<file path="config.mk">
export PLATFORM = sky130hd
export DESIGN_NAME = alu8_core
export DESIGN_NICKNAME = d
export VERILOG_FILES = /design/src/rtl/alu8_pkg.sv /design/src/rtl/alu8_arith.sv /design/src/rtl/alu8_logic.sv /design/src/rtl/alu8_shift.sv /design/src/rtl/alu8_core.sv
export SDC_FILE = /design/constraint.sdc
export NUM_CORES = 1
export LEC_CHECK = 0
export ABC_AREA = 0
export BUFFER_PORTS_ARGS = -buffer_cell sky130_fd_sc_hd__buf_4
export CORE_MARGIN = 8
export CORE_UTILIZATION = 60
export CTS_CLUSTER_SIZE = 40
export DETAILED_ROUTE_END_ITERATION = 8
export PLACE_DENSITY = 0.89
export SLEW_MARGIN = 20
export SYNTH_ARGS = -nofsm -noshare
export SYNTH_HDL_FRONTEND = slang
export SYNTH_SLANG_ARGS = --single-unit
</file>
<file path="constraint.sdc">
create_clock -name clk -period 6.3 [get_ports clk]
set_input_delay 0 -clock clk [delete_from_list [all_inputs] [get_ports clk]]
set_output_delay 0 -clock clk [all_outputs]
set_load 0.05 [all_outputs]
</file>
<file path="src/rtl/alu8_pkg.sv">
// Shared opcode values and flag bit positions for the 8-bit ALU.
// Assumes a 4-bit opcode field supplied by an external decoder.
package alu8_pkg;
    localparam int FLAG_W = 6;
    localparam int FC = 0;
    localparam int FZ = 1;
    localparam int FN = 2;
    localparam int FV = 3;
    localparam int FS = 4;
    localparam int FH = 5;

    typedef enum logic [3:0] {
        OP_ADD = 4'd0,
        OP_ADC = 4'd1,
        OP_SUB = 4'd2,
        OP_SBC = 4'd3,
        OP_AND = 4'd4,
        OP_OR  = 4'd5,
        OP_XOR = 4'd6,
        OP_COM = 4'd7,
        OP_LSL = 4'd8,
        OP_ROL = 4'd9,
        OP_LSR = 4'd10,
        OP_ROR = 4'd11,
        OP_ASR = 4'd12
    } alu_op_e;

    localparam logic [FLAG_W-1:0] MASK_ARITH = 6'b111111;
    localparam logic [FLAG_W-1:0] MASK_LOGIC = 6'b011110;
    localparam logic [FLAG_W-1:0] MASK_SHIFT = 6'b011111;
endpackage

</file>
<file path="src/rtl/alu8_arith.sv">
// Adder/subtractor with carry, half-carry and signed overflow outputs.
// Assumes WIDTH is even; the half-carry is taken at the WIDTH/2 boundary.
module alu8_arith #(
    parameter int WIDTH = 8
) (
    input  logic [WIDTH-1:0] a,
    input  logic [WIDTH-1:0] b,
    input  logic             cin,
    input  logic             use_c,
    input  logic             sub,
    output logic [WIDTH-1:0] r,
    output logic             c,
    output logic             h,
    output logic             v
);
    localparam int HALF = WIDTH / 2;

    logic             k;
    logic [WIDTH:0]   full;
    logic [HALF:0]    low;

    // Carry/borrow extension and the full-width and low-nibble sums.
    always_comb begin
        k = use_c & cin;
        if (sub) begin
            full = {1'b0, a} - {1'b0, b} - {{WIDTH{1'b0}}, k};
            low  = {1'b0, a[HALF-1:0]} - {1'b0, b[HALF-1:0]} - {{HALF{1'b0}}, k};
        end else begin
            full = {1'b0, a} + {1'b0, b} + {{WIDTH{1'b0}}, k};
            low  = {1'b0, a[HALF-1:0]} + {1'b0, b[HALF-1:0]} + {{HALF{1'b0}}, k};
        end
    end

    // Result, carry/borrow, half-carry and overflow from the sums.
    always_comb begin
        r = full[WIDTH-1:0];
        c = full[WIDTH];
        h = low[HALF];
        if (sub)
            v = (a[WIDTH-1] & ~b[WIDTH-1] & ~r[WIDTH-1]) |
                (~a[WIDTH-1] & b[WIDTH-1] & r[WIDTH-1]);
        else
            v = (a[WIDTH-1] & b[WIDTH-1] & ~r[WIDTH-1]) |
                (~a[WIDTH-1] & ~b[WIDTH-1] & r[WIDTH-1]);
    end
endmodule

</file>
<file path="src/rtl/alu8_logic.sv">
// Bitwise unit: AND, OR, XOR and one's complement of the first operand.
// Assumes sel comes from the low two opcode bits of the logical group.
module alu8_logic #(
    parameter int WIDTH = 8
) (
    input  logic [WIDTH-1:0] a,
    input  logic [WIDTH-1:0] b,
    input  logic [1:0]       sel,
    output logic [WIDTH-1:0] r
);
    // Select the bitwise function.
    always_comb begin
        case (sel)
            2'd0:    r = a & b;
            2'd1:    r = a | b;
            2'd2:    r = a ^ b;
            default: r = ~a;
        endcase
    end
endmodule

</file>
<file path="src/rtl/alu8_shift.sv">
// One-position shifter/rotator; reports the bit moved out as carry.
// Assumes kind 0..4 = shift left, rotate left, shift right, rotate right, arithmetic right.
module alu8_shift #(
    parameter int WIDTH = 8
) (
    input  logic [WIDTH-1:0] a,
    input  logic             cin,
    input  logic [2:0]       kind,
    output logic [WIDTH-1:0] r,
    output logic             c
);
    // Build the shifted value and the departing bit.
    always_comb begin
        case (kind)
            3'd0: begin r = {a[WIDTH-2:0], 1'b0};        c = a[WIDTH-1]; end
            3'd1: begin r = {a[WIDTH-2:0], cin};         c = a[WIDTH-1]; end
            3'd2: begin r = {1'b0, a[WIDTH-1:1]};        c = a[0];       end
            3'd3: begin r = {cin, a[WIDTH-1:1]};         c = a[0];       end
            default: begin r = {a[WIDTH-1], a[WIDTH-1:1]}; c = a[0];     end
        endcase
    end
endmodule

</file>
<file path="src/rtl/alu8_core.sv">
// Top of the ALU: picks the second operand, runs the three function units,
// forms the flag vector and write mask, and registers all outputs.
// Assumes the status register feeds back its carry on cin_i and writes only masked flags.
module alu8_core
    import alu8_pkg::*;
#(
    parameter int WIDTH = 8
) (
    input  logic              clk,
    input  logic              rst_n,
    input  logic [3:0]        op_i,
    input  logic [WIDTH-1:0]  a_i,
    input  logic [WIDTH-1:0]  b_reg_i,
    input  logic [WIDTH-1:0]  imm_i,
    input  logic              imm_sel_i,
    input  logic              cin_i,
    output logic [WIDTH-1:0]  res_o,
    output logic [FLAG_W-1:0] flags_o,
    output logic [FLAG_W-1:0] fmask_o
);
    logic [WIDTH-1:0]  opb;
    logic [WIDTH-1:0]  ar_r, lg_r, sh_r;
    logic              ar_c, ar_h, ar_v, sh_c;
    logic              ar_sub, ar_usec;
    logic [2:0]        sh_kind;
    logic [WIDTH-1:0]  nx_res;
    logic [FLAG_W-1:0] nx_flags, nx_mask;
    logic              f_c, f_h, f_v, f_n, f_z;

    // Second-operand source selection.
    always_comb opb = imm_sel_i ? imm_i : b_reg_i;

    // Opcode fields steering the arithmetic and shift units.
    always_comb begin
        ar_sub  = op_i[1];
        ar_usec = op_i[0];
        sh_kind = 3'(op_i - 4'd8);
    end

    alu8_arith #(.WIDTH(WIDTH)) u_arith (
        .a(a_i), .b(opb), .cin(cin_i), .use_c(ar_usec), .sub(ar_sub),
        .r(ar_r), .c(ar_c), .h(ar_h), .v(ar_v)
    );

    alu8_logic #(.WIDTH(WIDTH)) u_logic (
        .a(a_i), .b(opb), .sel(op_i[1:0]), .r(lg_r)
    );

    alu8_shift #(.WIDTH(WIDTH)) u_shift (
        .a(a_i), .cin(cin_i), .kind(sh_kind), .r(sh_r), .c(sh_c)
    );

    // Pick the result and the raw C/H/V/mask by operation group.
    always_comb begin
        if (op_i <= OP_SBC) begin
            nx_res = ar_r; f_c = ar_c; f_h = ar_h; f_v = ar_v; nx_mask = MASK_ARITH;
        end else if (op_i <= OP_COM) begin
            nx_res = lg_r; f_c = 1'b0; f_h = 1'b0; f_v = 1'b0; nx_mask = MASK_LOGIC;
        end else if (op_i <= OP_ASR) begin
            nx_res = sh_r; f_c = sh_c; f_h = 1'b0;
            f_v = sh_r[WIDTH-1] ^ sh_c; nx_mask = MASK_SHIFT;
        end else begin
            nx_res = a_i; f_c = 1'b0; f_h = 1'b0; f_v = 1'b0; nx_mask = '0;
        end
    end

    // Assemble the flag vector; flags outside the mask are forced low.
    always_comb begin
        f_n = nx_res[WIDTH-1];
        f_z = (nx_res == '0);
        nx_flags = '0;
        nx_flags[FC] = f_c;
        nx_flags[FZ] = f_z;
        nx_flags[FN] = f_n;
        nx_flags[FV] = f_v;
        nx_flags[FS] = f_n ^ f_v;
        nx_flags[FH] = f_h;
        nx_flags = nx_flags & nx_mask;
    end

    // Output register stage with synchronous active-low reset.
    always_ff @(posedge clk) begin
        if (!rst_n) begin
            res_o   <= '0;
            flags_o <= '0;
            fmask_o <= '0;
        end else begin
            res_o   <= nx_res;
            flags_o <= nx_flags;
            fmask_o <= nx_mask;
        end
    end
endmodule

</file>
Yosys cells after proc, flatten, opt, wreduce, memory -nomap -nowiden
Index checks and enable logic that the tools add are counted.
{ "op_classes": {"addsub": 9, "n_lt_le_gt_ge": 3, "eq_ne": 5, "mux": 20, "bitwise_logic": 21, "reduce_logical": 4} }
{ "op_table": {"columns": ["operator", "count"], "rows": [
  ["$mux W8", 4],
  ["$pmux W8 S4", 1],
  ["$pmux W8 S3", 1],
  ["$mux W5", 3],
  ["$add A8 B8 Y9", 1],
  ["$add A9 B1 Y9", 1],
  ["$and A1 B1 Y1", 9],
  ["$mux W1", 9],
  ["$mux W9", 1],
  ["$sub A8 B8 Y9", 1],
  ["$sub A9 B1 Y9", 1],
  ["$and A8 B8 Y8", 1],
  ["$logic_not A8 Y1", 1],
  ["$not A8 Y8", 1],
  ["$or A8 B8 Y8", 1],
  ["$xor A8 B8 Y8", 1],
  ["$and A6 B6 Y6", 1],
  ["$eq A3 B2 Y1 const B", 2],
  ["$mux W6", 1],
  ["$add A4 B4 Y5", 1],
  ["$add A5 B1 Y5", 1],
  ["$sub A4 B4 Y5", 1],
  ["$sub A5 B1 Y5", 1],
  ["$le A4 B2 Y1 const B", 1],
  ["12 further kinds", 16]
]} }
{ "word_totals": {"regBits": 20, "in_bits": 32, "elab_cells": 65} }

Longest topological paths before layout
{ "depth": {"word_depth": 11, "ltp_mapped": 14} }

Hierarchy
A second synthesis with hierarchy kept.
{ "hier_totals": {"cells_unflattened": 291, "hier_area_um2": 2587.5} }
{ "modules_own_cells": {"columns": ["mod", "instances", "cells_each", "area_per_inst_um2", "seq_area_each_um2"], "rows": [
  ["alu8_arith", 1, 124, 991.0, 0.0],
  ["alu8_core", 1, 101, 969.7, 340.3],
  ["alu8_logic", 1, 50, 493.0, 0.0],
  ["alu8_shift", 1, 16, 133.9, 0.0]
]} }

Worst setup path before layout
No wires, ideal clock.
{ "synth_path": {"path_type": "input to register", "startpoint": "input imm_sel_i", "endpoint": "register flags_o[4]", "setup_ps": 121, "arrival_ps": 2933, "slack_ps": 3247, "path_stages": 11, "path_buffers": 1, "path_cell_list": "clkbuf_1 -> mux2i_1 -> inv_1 -> fa_1 -> a211oi_2 -> o221ai_2 -> and4_4 -> o31a_1 -> o32a_1 -> a31oi_2 -> mux2_2"} }
{ "synth_via": {"elab_chain_cells": 11, "word_cells_on_any_way": 28} }
{ "synth_rtl": {"columns": ["element", "line", "source"], "rows": [
  ["start: declaration", "alu8_core.sv:15", "input logic imm_sel_i,"],
  ["$mux W8 (*)", "alu8_core.sv:31", "always_comb opb = imm_sel_i ? imm_i : b_reg_i;"],
  ["$add A8 B8 Y9 / $sub A8 B8 Y9 (equally long branches)", "alu8_arith.sv:29, alu8_arith.sv:26", null],
  ["$add A9 B1 Y9 / $sub A9 B1 Y9 (equally long branches)", "alu8_arith.sv:29, alu8_arith.sv:26", null],
  ["$mux W9", "alu8_arith.sv:25", "if (sub) begin"],
  ["$not A1 Y1", "alu8_arith.sv:40, alu8_arith.sv:43", null],
  ["$and A1 B1 Y1, on equally long branches", "alu8_arith.sv:43, alu8_arith.sv:40", null],
  ["$or A1 B1 Y1, on equally long branches", "alu8_arith.sv:43, alu8_arith.sv:40", null],
  ["$mux W1", "alu8_arith.sv:39", "if (sub)"],
  ["$mux W1", "alu8_core.sv:55", "if (op_i <= OP_SBC) begin"],
  ["$xor A1 B1 Y1 (*)", "alu8_core.sv:76", "nx_flags[FS] = f_n ^ f_v;"],
  ["$and A6 B6 Y6 (*)", "alu8_core.sv:78", "nx_flags = nx_flags & nx_mask;"],
  ["end signal: assignment", "alu8_core.sv:89", "flags_o <= nx_flags;"],
  ["end: declaration", "alu8_core.sv:18", "output logic [FLAG_W-1:0] flags_o,"]
]} }
Mark *: on every way between the ends. The rest lies on a longest branch, timed or not.
A chain may end at the register's enable or synchronous reset.

Final worst setup path
{ "layout_path": {"startpoint": "input imm_sel_i", "endpoint": "register flags_o[1]"} }
{ "layout_via": {"elab_chain_cells": 7, "word_cells_on_any_way": 14} }
{ "layout_rtl": {"columns": ["element", "line", "source"], "rows": [
  ["$mux W8 (*)", "alu8_core.sv:31", null],
  ["$add A8 B8 Y9, or another cell as far along", "alu8_arith.sv:29", "full = {1'b0, a} + {1'b0, b} + {{WIDTH{1'b0}}, k};"],
  ["$add A9 B1 Y9, or another cell as far along", "alu8_arith.sv:29", null],
  ["$mux W9 / $mux W8 (equally long branches)", "alu8_arith.sv:25, alu8_core.sv:57", null],
  ["$mux W8 (*)", "alu8_core.sv:55", null],
  ["$logic_not A8 Y1 (*)", "alu8_core.sv:70", "f_z = (nx_res == '0);"],
  ["$and A6 B6 Y6 (*)", "alu8_core.sv:78", null]
]} }
Marked as above.

==> impl_results.md <==
* Cell Pwr Density at 176 nW/um^2
* Critical Path Sink Type: register
* Die Footprint at 6220 um^2
* Maximum vdd drop at 56.1 uV
* Fraction of registers with async set/reset at 0%
* Setup violations, final at 0
* Startpoint Class: input pin
* Ports at 52
* Int Pwr at 0.282 mW
* Detail Placement HPWL at 4940 um
* Yosys warnings at 0
* Clock-pin slew on the worst setup and hold paths at 60 ps
* Top_reg_cell synth: dfxtp_1
* DIE WIDTH at 78.9 um
* Largest net degree at the start of global routing at 34
* HP Start: op_i[3]
* Area growth syn-to-layout at 18.3%
* # rows at 23
* Reg power frac at 24.4%
* Starting Density at around three fifths
* Worst relative slew slack at a little over 60%
* CP max FO at 8
* Die H at 78.9 um
* Slew @ Worst Pin at around 600 ps
* Layout cells sized above 1 at 23.4%
* Routed Antenna Nets at 0
* Routed len/inst at 16.0 um
* Worst Setup SP: imm_sel_i
* Clock share of power at 15.8%
* Area share of the largest cell type after synthesis at 16.9%
* Max Cap Viol at 0
* RePlAce Congestion at 0.887
* Final wirelength at 6130 um
* RSZ-0062 raised after global routing: no
* Post-synthesis sequential area ratio at 14.3%
* Gate power share at 59.8%
* # diodes at 0
* Hold_ws at 120 ps
* Distinct cells, synth at 55
* Core area at just under 4000 um^2
* Mapped Nets at between 300 and 400
* Synth top area cells: ha_1, dfxtp_1, mux2i_1
* Status: completed
* Clock Sinks at 17
* Mapped Area at 2370 um^2
* Pleak at approximately 1.3 nW
* Fillers at 311
* Clk root buf: clkbuf_8
* Residual DRC count at 0
* Seq cells post-synth at 17
* NetSw at 0.211 mW
* Drt first pass iters at 5
* CTS tree: built
* Via count at between 2000 and 2500
* Final hold violations at 0
* Final period util at 46.9%
* Post-CTS setup buffer count at 0
* Final setup TNS at 0 ps
* Input/output buffers at 51
* Initial antenna violation count at 0
* Syn Area/Cell at 8.18 um^2
* Worst hold path type: input pin to register
* First-pass GRT wire length at 9810 um
* Via density at 5.98
* Crit path time final at between 2000 and 3000 ps
* Mapped Cells at 290
* Initial DRC Count at 256
* Total track usage at 19.0%
* Overflow after GRT at 0
* H-tree levels at 1
* Crit Path Class: input pin to register
* Final count of pins violating max slew at 0
* Critical path required time at 6440 ps
* TritonCTS buffer count at 3
* Top cell type by total area after synthesis: ha_1
* Number of flops mapped to enable cells by yosys at 0
* Critical Path AT at 3100 ps
* Nets at 401
* Fmax at 339 MHz
* Sw frac at between 40% and 50%
* Longest Clk Path Bufs at 2
* Vias in the first global route at 2140
==> layer usage <==
layer  wire length, um  GRT usage (%)  part of all wire [%]
met5                 0              0                     0
met4               133           8.33                   2.2
met3               526           3.16                   8.6
met2              2940           33.3                    48
met1              2530           22.3                    41
==> area by class of cell <==
cell class / count / area [um^2] / area share, %
Clock inverter: 1 / 5.00 / 0.178
Timing Repair Buffer: 52 / 393 / 14.0
Inverter: 45 / 169 / 6.02
Tap cell: 50 / 62.6 / 2.23
Multi-Input combinational cell: 215 / 1800 / 64.0
Sequential cell: 17 / 340 / 12.1
Clock buffer: 3 / 41.3 / 1.47
==> flip-flops by register name (all words and copies together), names as in the netlist <==
register / count
res_o: 8
flags_o: 6
fmask_o: 3
==> timing repair <==
item / 4_1_cts / 5_1_grt
hold buffers: 1 / 0
gates resized for setup: 0 / 0
hold endpoints to repair: 1 / 0
==> logic make-up (layout without fill, tap and decap cells) <==
family,Yosys count,after routing,share of synthesized area [%]
AOI/OAI and AO/OA,69,69,20.7
xor gates and xnor gates,15,15,5.54
adders and majority gates,35,35,19.4
buffers and inverters,58,101,9.96
DFF,17,17,14.3
muxes,28,28,16.1
and+or+nand+nor,68,68,14.0
==> worst max-delay path, stage by stage <==
cell      delay [ps]
buf_4            180
mux2i_1          420
inv_1            140
fa_1             460
inv_1            100
fa_1             180
nor2b_1           50
o21ai_0          280
nand2_1          180
xnor2_1          170
a21boi_0         420
o211ai_1         180
nor4b_1          330
==> cell usage after synthesis (4+ instances only) <==
library cell,n
inv_1,42
ha_1,32
nor2_1,23
a21oi_1,18
mux2i_1,18
dfxtp_1,17
o21ai_0,14
nand2_1,13
xnor2_1,12
mux4_2,8
nor3_1,8
o211ai_1,7
buf_2,6
clkbuf_1,4
nand3_1,4
nor2b_1,4
==> through the flow <==
stage / cells / worst slack, ps / utilization [%] / power [mW] / area [um^2]
floorplan: 290 / 3250 / - / 0.339 / 2370
global placement: 378 / 3290 / 70.3 / 0.405 / 2750
detailed placement: 378 / 3120 / 70.3 / 0.412 / 2750
CTS: 383 / 3390 / 71.7 / 0.491 / 2810
global route: 383 / 3210 / 71.7 / 0.524 / 2810
finish: 383 / 3350 / 71.7 / 0.493 / 2810
==> layout by cell type, fill, tap and decap left out, types with 3 or more instances in the layout <==
master | netlist | layout
nand2b_1 | 3 | 3
nand2_1 | 13 | 13
nor3_1 | 8 | 8
xnor2_1 | 12 | 12
inv_1 | 42 | 42
o211ai_1 | 7 | 7
nor2_1 | 23 | 23
clkbuf_8 | 0 | 3
buf_4 | 3 | 51
mux2i_1 | 18 | 18
and2_1 | 3 | 3
a21oi_1 | 18 | 18
nand3_1 | 4 | 4
a211oi_1 | 3 | 3
o21ai_0 | 14 | 14
fa_1 | 3 | 3
xor2_1 | 3 | 3
nor2b_1 | 4 | 4
dfxtp_1 | 17 | 17
ha_1 | 32 | 32
mux4_2 | 8 | 8
==> path summary, 6_finish.rpt <==
path | slack [ps] | endpoint | cells after the start
hold / removal | 120 | res_o[3] | 3
setup / recovery | 3350 | flags_o[1] | 13
==> power by group through the flow <==
stage               combinational (mW)  clock [mW]  sequential, mW
finish                           0.295      0.0779           0.120
CTS                              0.291      0.0792           0.120
global route                     0.320      0.0821           0.121
detailed placement               0.289           0           0.123
floorplan                        0.181           0           0.158
global placement                 0.282           0           0.122
Power figures use the tool's default switching activity.
